File: src/rtl/shrot_pkg.sv
// Shared types for the one-bit shift/rotate unit.
// Assumes the datapath is a whole number of bytes, up to four lanes of
// doubling width (8, 16, 32, ...).
package shrot_pkg;

    localparam int DATA_W = 32;
    localparam int BASE_W = 8;
    localparam int LANES  = $clog2(DATA_W / BASE_W) + 1;
    localparam int SEL_W  = (LANES > 1) ? $clog2(LANES) : 1;
    localparam int CCR_W  = 4;

    // Operation codes; the order is the external encoding.
    typedef enum logic [3:0] {
        OP_NOT   = 4'd0,
        OP_SHLL  = 4'd1,
        OP_SHLR  = 4'd2,
        OP_SHAL  = 4'd3,
        OP_SHAR  = 4'd4,
        OP_ROTL  = 4'd5,
        OP_ROTR  = 4'd6,
        OP_ROTXL = 4'd7,
        OP_ROTXR = 4'd8
    } sr_op_e;

    localparam logic [3:0] OP_LAST = 4'd8;

    // Bit positions inside the packed condition code.
    localparam int CCR_N = 3;
    localparam int CCR_Z = 2;
    localparam int CCR_V = 1;
    localparam int CCR_C = 0;

endpackage

File: src/rtl/shrot_lane.sv
// One width lane: applies a single one-bit operation to a W-bit operand
// and derives the carry and overflow that the operation defines.
// Assumes W >= 2. Purely combinational; op codes outside the enum pass
// the operand through (the top never registers them).
module shrot_lane
    import shrot_pkg::*;
#(
    parameter int W = 8
) (
    input  sr_op_e         op_i,
    input  logic [W-1:0]   a_i,
    input  logic           cin_i,
    output logic [W-1:0]   res_o,
    output logic           c_o,
    output logic           v_o
);

    logic top_b;
    logic low_b;

    assign top_b = a_i[W-1];
    assign low_b = a_i[0];

    // Result, carry and overflow per operation.
    always_comb begin
        res_o = a_i;
        c_o   = cin_i;
        v_o   = 1'b0;
        case (op_i)
            OP_NOT: begin
                res_o = ~a_i;
            end
            OP_SHLL: begin
                res_o = {a_i[W-2:0], 1'b0};
                c_o   = top_b;
            end
            OP_SHLR: begin
                res_o = {1'b0, a_i[W-1:1]};
                c_o   = low_b;
            end
            OP_SHAL: begin
                res_o = {a_i[W-2:0], 1'b0};
                c_o   = top_b;
                v_o   = a_i[W-1] ^ a_i[W-2];
            end
            OP_SHAR: begin
                res_o = {top_b, a_i[W-1:1]};
                c_o   = low_b;
            end
            OP_ROTL: begin
                res_o = {a_i[W-2:0], top_b};
                c_o   = top_b;
            end
            OP_ROTR: begin
                res_o = {low_b, a_i[W-1:1]};
                c_o   = low_b;
            end
            OP_ROTXL: begin
                res_o = {a_i[W-2:0], cin_i};
                c_o   = top_b;
            end
            OP_ROTXR: begin
                res_o = {cin_i, a_i[W-1:1]};
                c_o   = low_b;
            end
            default: begin
                res_o = a_i;
            end
        endcase
    end

endmodule

File: src/rtl/shrot_ccr.sv
// Derives N and Z from a zero-extended result at the selected lane width
// and packs them with V and C into the condition-code nibble.
// Assumes bits above the lane width are already zero.
module shrot_ccr
    import shrot_pkg::*;
(
    input  logic [SEL_W-1:0]  sel_i,
    input  logic [DATA_W-1:0] res_i,
    input  logic              v_i,
    input  logic              c_i,
    output logic [CCR_W-1:0]  ccr_o
);

    logic n_b;
    logic z_b;

    // Sign taken from the top bit of the selected lane.
    always_comb begin
        n_b = 1'b0;
        for (int k = 0; k < LANES; k++) begin
            if (sel_i == SEL_W'(k)) begin
                n_b = res_i[(BASE_W << k) - 1];
            end
        end
    end

    // Zero test over the full word, valid because upper bits are clear.
    assign z_b = (res_i == '0);

    // Fixed packing of the four flags.
    always_comb begin
        ccr_o        = '0;
        ccr_o[CCR_N] = n_b;
        ccr_o[CCR_Z] = z_b;
        ccr_o[CCR_V] = v_i;
        ccr_o[CCR_C] = c_i;
    end

endmodule

File: src/rtl/shrot_unit.sv
// Top of the one-bit shift/rotate unit. Builds one lane per operand size,
// picks the lane named by the size select, forms the flags and registers
// result and flags on an accepted valid strobe.
// Assumes a single clock and a synchronous active-low reset.
module shrot_unit
    import shrot_pkg::*;
(
    input  logic               clk,
    input  logic               rst_n,
    input  logic               valid_i,
    input  logic [3:0]         op_i,
    input  logic [1:0]         size_i,
    input  logic [DATA_W-1:0]  operand_i,
    input  logic               carry_i,
    output logic [DATA_W-1:0]  result_o,
    output logic [CCR_W-1:0]   ccr_o,
    output logic               done_o
);

    sr_op_e             op_e;
    logic               op_ok;
    logic               accept;
    logic [SEL_W-1:0]   sel;
    logic [DATA_W-1:0]  lane_res [LANES];
    logic [LANES-1:0]   lane_c;
    logic [LANES-1:0]   lane_v;
    logic [DATA_W-1:0]  pick_res;
    logic               pick_c;
    logic               pick_v;
    logic [CCR_W-1:0]   ccr_next;

    assign op_e   = sr_op_e'(op_i);
    assign op_ok  = (op_i <= OP_LAST);
    assign accept = valid_i && op_ok;

    // Size select clamped to the widest lane.
    always_comb begin
        if (int'(size_i) >= LANES - 1) begin
            sel = SEL_W'(LANES - 1);
        end else begin
            sel = SEL_W'(size_i);
        end
    end

    // One lane per operand width, each zero-extended to the datapath.
    for (genvar g = 0; g < LANES; g++) begin : g_lane
        localparam int LW = BASE_W << g;
        logic [LW-1:0] lres;

        shrot_lane #(.W(LW)) u_lane (
            .op_i  (op_e),
            .a_i   (operand_i[LW-1:0]),
            .cin_i (carry_i),
            .res_o (lres),
            .c_o   (lane_c[g]),
            .v_o   (lane_v[g])
        );

        // Zero-extend this lane's result.
        always_comb begin
            lane_res[g]         = '0;
            lane_res[g][LW-1:0] = lres;
        end
    end

    // Lane multiplexer.
    always_comb begin
        pick_res = '0;
        pick_c   = 1'b0;
        pick_v   = 1'b0;
        for (int k = 0; k < LANES; k++) begin
            if (sel == SEL_W'(k)) begin
                pick_res = lane_res[k];
                pick_c   = lane_c[k];
                pick_v   = lane_v[k];
            end
        end
    end

    shrot_ccr u_ccr (
        .sel_i (sel),
        .res_i (pick_res),
        .v_i   (pick_v),
        .c_i   (pick_c),
        .ccr_o (ccr_next)
    );

    // Output registers, loaded only on an accepted strobe.
    always_ff @(posedge clk) begin
        if (!rst_n) begin
            result_o <= '0;
            ccr_o    <= '0;
            done_o   <= 1'b0;
        end else begin
            done_o <= accept;
            if (accept) begin
                result_o <= pick_res;
                ccr_o    <= ccr_next;
            end
        end
    end

    AST_HOLD_IDLE: assert property (@(posedge clk) disable iff (!rst_n)
        !accept |=> $stable(result_o) && $stable(ccr_o) && !done_o);

    AST_ILLEGAL_DROP: assert property (@(posedge clk) disable iff (!rst_n)
        (valid_i && !op_ok) |=> !done_o);

    AST_BYTE_UPPER_ZERO: assert property (@(posedge clk) disable iff (!rst_n)
        (accept && size_i == 2'd0) |=> (result_o[DATA_W-1:BASE_W] == '0));

    AST_ZERO_FLAG: assert property (@(posedge clk) disable iff (!rst_n)
        done_o |-> (ccr_o[CCR_Z] == (result_o == '0)));

    AST_NOT_KEEPS_C: assert property (@(posedge clk) disable iff (!rst_n)
        (accept && op_i == 4'd0) |=> (ccr_o[CCR_C] == $past(carry_i)) && !ccr_o[CCR_V]);

    AST_ROTXL_CIN: assert property (@(posedge clk) disable iff (!rst_n)
        (accept && op_i == 4'd7) |=> (result_o[0] == $past(carry_i)));

    AST_SHLR_NO_V: assert property (@(posedge clk) disable iff (!rst_n)
        (accept && op_i == 4'd2) |=> !ccr_o[CCR_V]);

endmodule

File: config.mk
export PLATFORM = sky130hd
export DESIGN_NAME = shrot_unit
export DESIGN_NICKNAME = d
export VERILOG_FILES = /design/src/rtl/shrot_pkg.sv /design/src/rtl/shrot_lane.sv /design/src/rtl/shrot_ccr.sv /design/src/rtl/shrot_unit.sv
export SDC_FILE = /design/constraint.sdc
export NUM_CORES = 1
export LEC_CHECK = 0
export ABC_AREA = 1
export BUFFER_PORTS_ARGS = -buffer_cell sky130_fd_sc_hd__buf_4
export CORE_MARGIN = 2
export CORE_UTILIZATION = 45
export CTS_BUF_LIST = sky130_fd_sc_hd__clkbuf_8
export CTS_CLUSTER_SIZE = 20
export DETAILED_ROUTE_END_ITERATION = 12
export PLACE_DENSITY = 0.82
export SLEW_MARGIN = 40
export SYNTH_ARGS = -nofsm -noshare
export SYNTH_HDL_FRONTEND = slang
export SYNTH_SLANG_ARGS = --single-unit
export TNS_END_PERCENT = 1
File: constraint.sdc
create_clock -name clk -period 1.63 [get_ports clk]
set_input_delay 0.163 -clock clk [delete_from_list [all_inputs] [get_ports clk]]
set_output_delay 0.163 -clock clk [all_outputs]
set_load 0.02 [all_outputs]
# After elaboration in Yosys (flattened, before gate mapping)
# Index checks and enable logic that the tools add are counted.
# totals
reg_bits	37
input_bits	42
output_inout_bits	37
wordCells	50
# classes
order_cmp	2
eq_ne	10
muxes	22
bitwise_logic	6
reduce_logical	7
# ops
cell	count
case mux 32 bit (8 select lines)	1
case mux 16 bit (8 select lines)	1
2-to-1 mux 32 bit	2
case mux 8 bit (8 select lines)	1
logical NOT 32 bit	1
NOT 32 bit	1
== test 4 x 3 -> 1 bit (second input constant)	4
NOT 16 bit	1
2-to-1 mux 1 bit	12
== test 4 x 2 -> 1 bit (second input constant)	2
2-to-1 mux 8 bit	1
NOT 8 bit	1
OR reduction 4 bit	2
case mux 1 bit (2 select lines)	3
== test 4 x 1 -> 1 bit (second input constant)	1
== test 4 bit (second input constant)	1
less-or-equal comparator 4 bit (second input constant)	1
logical NOT 4 bit	1
XOR 1 bit	3
== test 2 x 1 -> 1 bit (second input constant)	1
== test 2 bit (second input constant)	1
greater-or-equal comparator 2 bit (second input constant)	1
logical NOT 2 bit	1
2-to-1 mux 2 bit	1
other kinds (2)	2

# Logic depth before layout (Yosys ltp)
# depth
word_depth	9
ltp_mapped	16

# Modules after synthesis
# Synthesis repeated with hierarchy kept, for this count alone.
# unflattened
hier_cells	1210
area_unflattened_um2	5886.9
# modules_own_cells
mod	instances	cells_each	area_each_um2	seq_area_each_um2
shrot_unit	1	331	2029.4	740.7
shrot_lane (g_lane[2].u_lane)	1	451	1933.1	0.0
shrot_lane (g_lane[1].u_lane)	1	247	1094.8	0.0
shrot_lane (g_lane[0].u_lane)	1	141	654.4	0.0
shrot_ccr	1	40	175.2	0.0

# Least setup slack after synthesis
# No wires, ideal clock.
# synth_path
path_type	input -> register
start	in op_i[3]
end	reg ccr_o[2]
t_arrival_ps	1482
path_slack_ps	78
stages	16
n_path_buf	2
path_cell_list	buf_4 > inv_2 > nor2_2 > nand2_2 > nand2_4 > nand2_2 > buf_4 > nor2_2 > nand2_1 > nor2_1 > nand2_1 > nor2_1 > nand2_1 > nor2_1 > nand3_1 > a21oi_1
# synth_via
elab_chain_len	7
# synth_rtl
element	line	source
from (decl)	shrot_unit.sv:11	input logic [3:0] op_i,
== test 4 x 1 -> 1 bit / == test 4 x 2 -> 1 bit (equally long branches)	shrot_lane.sv:29	case (op_i)
OR reduction 2 bit (no source line)	n/a	
case mux 8 bit (8 select lines)	shrot_lane.sv:29	
2-to-1 mux 8 bit	shrot_unit.sv:72	if (sel == SEL_W'(k)) begin
2-to-1 mux 32 bit (2 in a row)	shrot_unit.sv:72	
logical NOT 32 bit	shrot_ccr.sv:28	assign z_b = (res_i == '0);
to (signal assigned)	shrot_unit.sv:98	ccr_o <= ccr_next;
to (decl)	shrot_unit.sv:16	output logic [CCR_W-1:0] ccr_o,
# Several ways; a longest one is shown, not always the timed one.
# A chain may end at the register's enable or synchronous reset.

# Worst setup path after layout
# layout_path
start	in op_i[0]
end	reg ccr_o[2]
# The elaborated chain is that of the path after synthesis.

==> reports/metrics.sh <==
STATUS='finished, final reports clean'
GLOBAL_ROUTE.OVERFLOW_TOTAL=0
VDD_IR_DROP_MAX_mV=0.596
WORST_CLK_SKEW_NS=0
DETAILEDROUTE.FIRSTITERATIONVIOLATIONS=437
SYNTH_EDF_COUNT=0
IO_BUFFER_COUNT=78
ROWS=29
CTS_ROOT_BUF='sky130_fd_sc_hd__clkbuf_8'
SYNTH_CELL_TYPES=30
CRITICAL_PATH.STARTPOINT_TYPE='primary input'
YOSYS_REGISTER_BITS=37
NETLIST_AREA_PRE_PLACE_UM2=2910
SYNTH_SEQUENTIAL_AREA_RATIO_PCT=25.5
MAXIMUM_NUMBER_OF_PINS_ON_ONE_NET_BEFORE_GLOBAL_ROUTE_REPAIR=45
WORSTPATHMAXFANOUT=14
COMB_POWER_SHARE_PCT=36.8
ANTENNA_FOUND_INITIAL=0
INTPOWER_mW=1.93
SWITCHING_POWER_mW=0.965
MAX-CLOCK-PATH-BUFFERS=2
HOLD_VIOL_FINAL=0
TIMING.SLEW.HEADROOM_PCT=80.2
GLOBALPLACE.CONGESTION=0.987
REG2REG_SLACK_NS=0.92
CTSHTREEMAXLEVEL=2
SYNTH_AREA_LEADERS='sky130_fd_sc_hd__dfxtp_1 25%, sky130_fd_sc_hd__nand2_1 22%, sky130_fd_sc_hd__nor2_1 11%'
CELL_DEPTH_OF_THE_WORST_MIN_DELAY_PATH=4
MAPPED_CELLS=529
RR_WORST_DEPTH=4
MAX_CAPACITANCE_VIOLATION_COUNT=0
P_CLK_SHARE_PCT=28.7
FINAL_PERIOD_MINUS_WORST_SETUP_SLACK_NS=1.53
CP_COMMON_CELL='sky130_fd_sc_hd__buf_4'
DIE_AREA_UM2=7120
HPWL_MM=7.17
CRITPATHBUFINV=4
WORST-ENDPOINT-ARRIVAL_NS=1.71
CRIT_PATH_MAX_INCR_DELAY_NS=0.23
AREA_GROWTH_FROM_SYNTHESIS_TO_LAYOUT_PCT=45.5
PLACED_AREA_UM2=3970
CTS_TREE='done'
SETUP_TNS_NS=0
FIRST_PASS_ITERS=5
POST_ROUTE_CELL_AREA_UM2=4230
SYNTH_TOP_FLOP_CELL='sky130_fd_sc_hd__dfxtp_1'
DP.CELLS=722
TIMING.CRITICAL_PATH.CELLS='buf_4, nor2_4, buf_4, o21ai_4, buf_4, nand2_4, inv_2, o21bai_1, nor2_1, nand3_1, nor2_1, nand3_1, a21oi_1'
TIMING.CRITICAL_PATH.REQUIRED_NS=1.81
GRT_FIRST_PASS_WIRELENGTH_MM=15.6
REPORT.FINAL.SETUP_VIOL=0
CTS_BUFFERS=5
CELLPOWERDENSITY_nW_PER_UM2=683
POST_SYNTH.CELL_AREA_AVG_UM2=5.49
HOLD_PATH_CLASS='primary input to flop'
SETUP.WORST_PATH.CLASS='primary input to flop'
SYNTH_LARGEST_TYPE_AREA_FRACTION_PCT=25.5
STATIC-LEAKAGE-POWER_nW=2.30
SYNTH_FP_NETS=571
SHARE_OF_SYNTHESIZED_FLIP_FLOPS_WITH_AN_ASYNCHRONOUS_SET_OR_RESET_PCT=0
SYNTH-WARNING-COUNT=0
LAYOUT.NETS=701
DIE_Y_UM=84.4
CELL_TYPE_WITH_THE_HIGHEST_AGGREGATE_AREA_IN_THE_NETLIST='sky130_fd_sc_hd__dfxtp_1'
FINAL.HOLD.WORST_SLACK_NS=0.194
TOTAL_POWER_mW=2.89
DIODES=0
GRTUSAGETOTAL_PCT=26.0
ROUTED_WL_MM=10.2
LAYOUT_WORST_PATH_CYCLE_SHARE_PCT=93.8
SWITCHING_SHARE_PCT=33.4
MAX_FREQ_MHz=654
DRC=0
WORST_SETUP_END_KIND='flop'
INITIAL_UTILIZATION_PCT=46.0
WORST_PATH_MAX_DELAY_CELL='sky130_fd_sc_hd__buf_4'
TIGHTEST_SLEW_NS=0.297
DETAIL-ROUTE-ANTENNA-NETS=0
SYNTH.MOST_COMMON_CELL='sky130_fd_sc_hd__nand2_1'
FIRST_GLOBAL_VIAS=3617
FINAL_INSTANCE_COUNT_EXCL_FILLERS=737
TRITONCTS_NUM_SINKS=37
CRITICAL_PATH.TOP_DELAY_FAMILY='buffers and inverters'
WORSTHOLDSTART='valid_i'
ROUTE.DETAILED.VIAS_PER_INST=5.39
SHARE_SEQ_OF_TOTAL_POWER_PCT=34.5
DRIVE_ABOVE_1_SHARE_PCT=27.9
WORST_HOLD_PATH.ENDPOINT='result_o[1]'
DIEWIDTH_UM=84.4
RR_STARTPOINT='result_o[2]'
CLOCK_LATENCY_NS=0.29
NUM_PORTS=79
DR_TOTAL_VIAS=3969
TIMING.FINAL.MAX_SLEW_VIOLATIONS=0
SYNTH.TOP_CELLS.BY_COUNT='169 x sky130_fd_sc_hd__nand2_1, 84 x sky130_fd_sc_hd__nor2_1, 50 x sky130_fd_sc_hd__inv_1, 43 x sky130_fd_sc_hd__o21ai_0, 37 x sky130_fd_sc_hd__dfxtp_1'
PATH_CLK_SLEW_NS=0.08
PLACEABLE_CORE_REGION_UM2=6310
WIRE_PER_INST_UM=13.8
CRITICAL_PATH.REG2REG.ENDPOINT='result_o[2]'
-- worst reg2reg max path, delay by kind of cell, from the launching register on --
kind	cells	cell delay [ns]
DFF	1	0.32
and+or+nand+nor	2	0.16
AOI/OAI and AO/OA	1	0.09
buffers and inverters	1	0.05
-- what timing repair did --
| item | CTS | global route |
|---|---|---|
| gates resized for setup | 0 | 15 |
| endpoints found under the setup margin | 0 | 1 |
| hold buffers | 0 | 0 |
| setup buffers | 0 | 4 |
-- metrics by stage --
step | utilization, % | worst slack, ns
final | 67.0 | 0.101
after global routing | 67.0 | -0.0201
after CTS | 64.7 | 0.0938
after detailed placement | 62.8 | -0.162
after global placement | 62.8 | -0.0971
after floorplan | - | 0.0782
-- layout by cell type (no fill, tap or decap), drive strengths merged, types with 2 or more instances in the layout --
cell type  instances
o22ai              3
clkbuf             6
or2                2
nand3             32
a21oi             29
nand3b             2
nor2              89
dfxtp             37
nand2            178
o21bai             2
inv               59
o211ai             4
o21ai             61
buf              147
-- worst max-delay path by stage --
stage,start,end,slack [ns],depth (start not counted)
2_1_floorplan,op_i[3],ccr_o[2],0.08,16
3_3_place_gp,op_i[2],ccr_o[2],-0.1,13
3_5_place_dp,op_i[0],ccr_o[2],-0.16,14
4_1_cts,op_i[0],ccr_o[2],0.09,14
5_1_grt,op_i[1],ccr_o[2],-0.02,16
6_report,op_i[0],ccr_o[2],0.10,13
-- sequential cells by signal, indices dropped and copies added, names as in the netlist --
name,count
ccr_o,4
done_o,1
result_o,32
-- routing by layer --
metal	track usage [%]	vias to the layer above	part of all wire (%)
met3	5.51	46	8.9
met1	30.7	1760	39
met2	45.5	234	49
met5	0	-	0
li1	-	1929	-
met4	11.1	0	3.1
-- power groups by stage --
stage               clock, mW  combinational, mW  sequential [mW]
floorplan                   0              0.441             1.09
global placement            0              0.959             1.02
detailed placement          0              0.982             1.02
CTS                     0.842              0.991            0.996
global route            0.884               1.15             1.00
finish                  0.830               1.06            0.996
-- kinds of logic (layout without fill, tap and decap cells) --
family / count (synthesis) / count (layout) / share of synthesized area (%)
buf+inv: 87 / 215 / 12.8
flops: 37 / 37 / 25.5
simple gates: 300 / 303 / 42.2
compound gates: 104 / 104 / 19.2
xor+xnor: 1 / 1 / 0.301
-- layout make-up --
class | instances | area [µm²]
clock buffer | 6 | 82.6
clock inverter | 2 | 37.5
fill | 563 | 2080
inverter | 60 | 228
multi-input combinational | 408 | 1890
sequential | 37 | 741
tap | 77 | 96.3
timing repair buffer | 147 | 1150
Note: power is estimated with default switching activity, not from simulation.
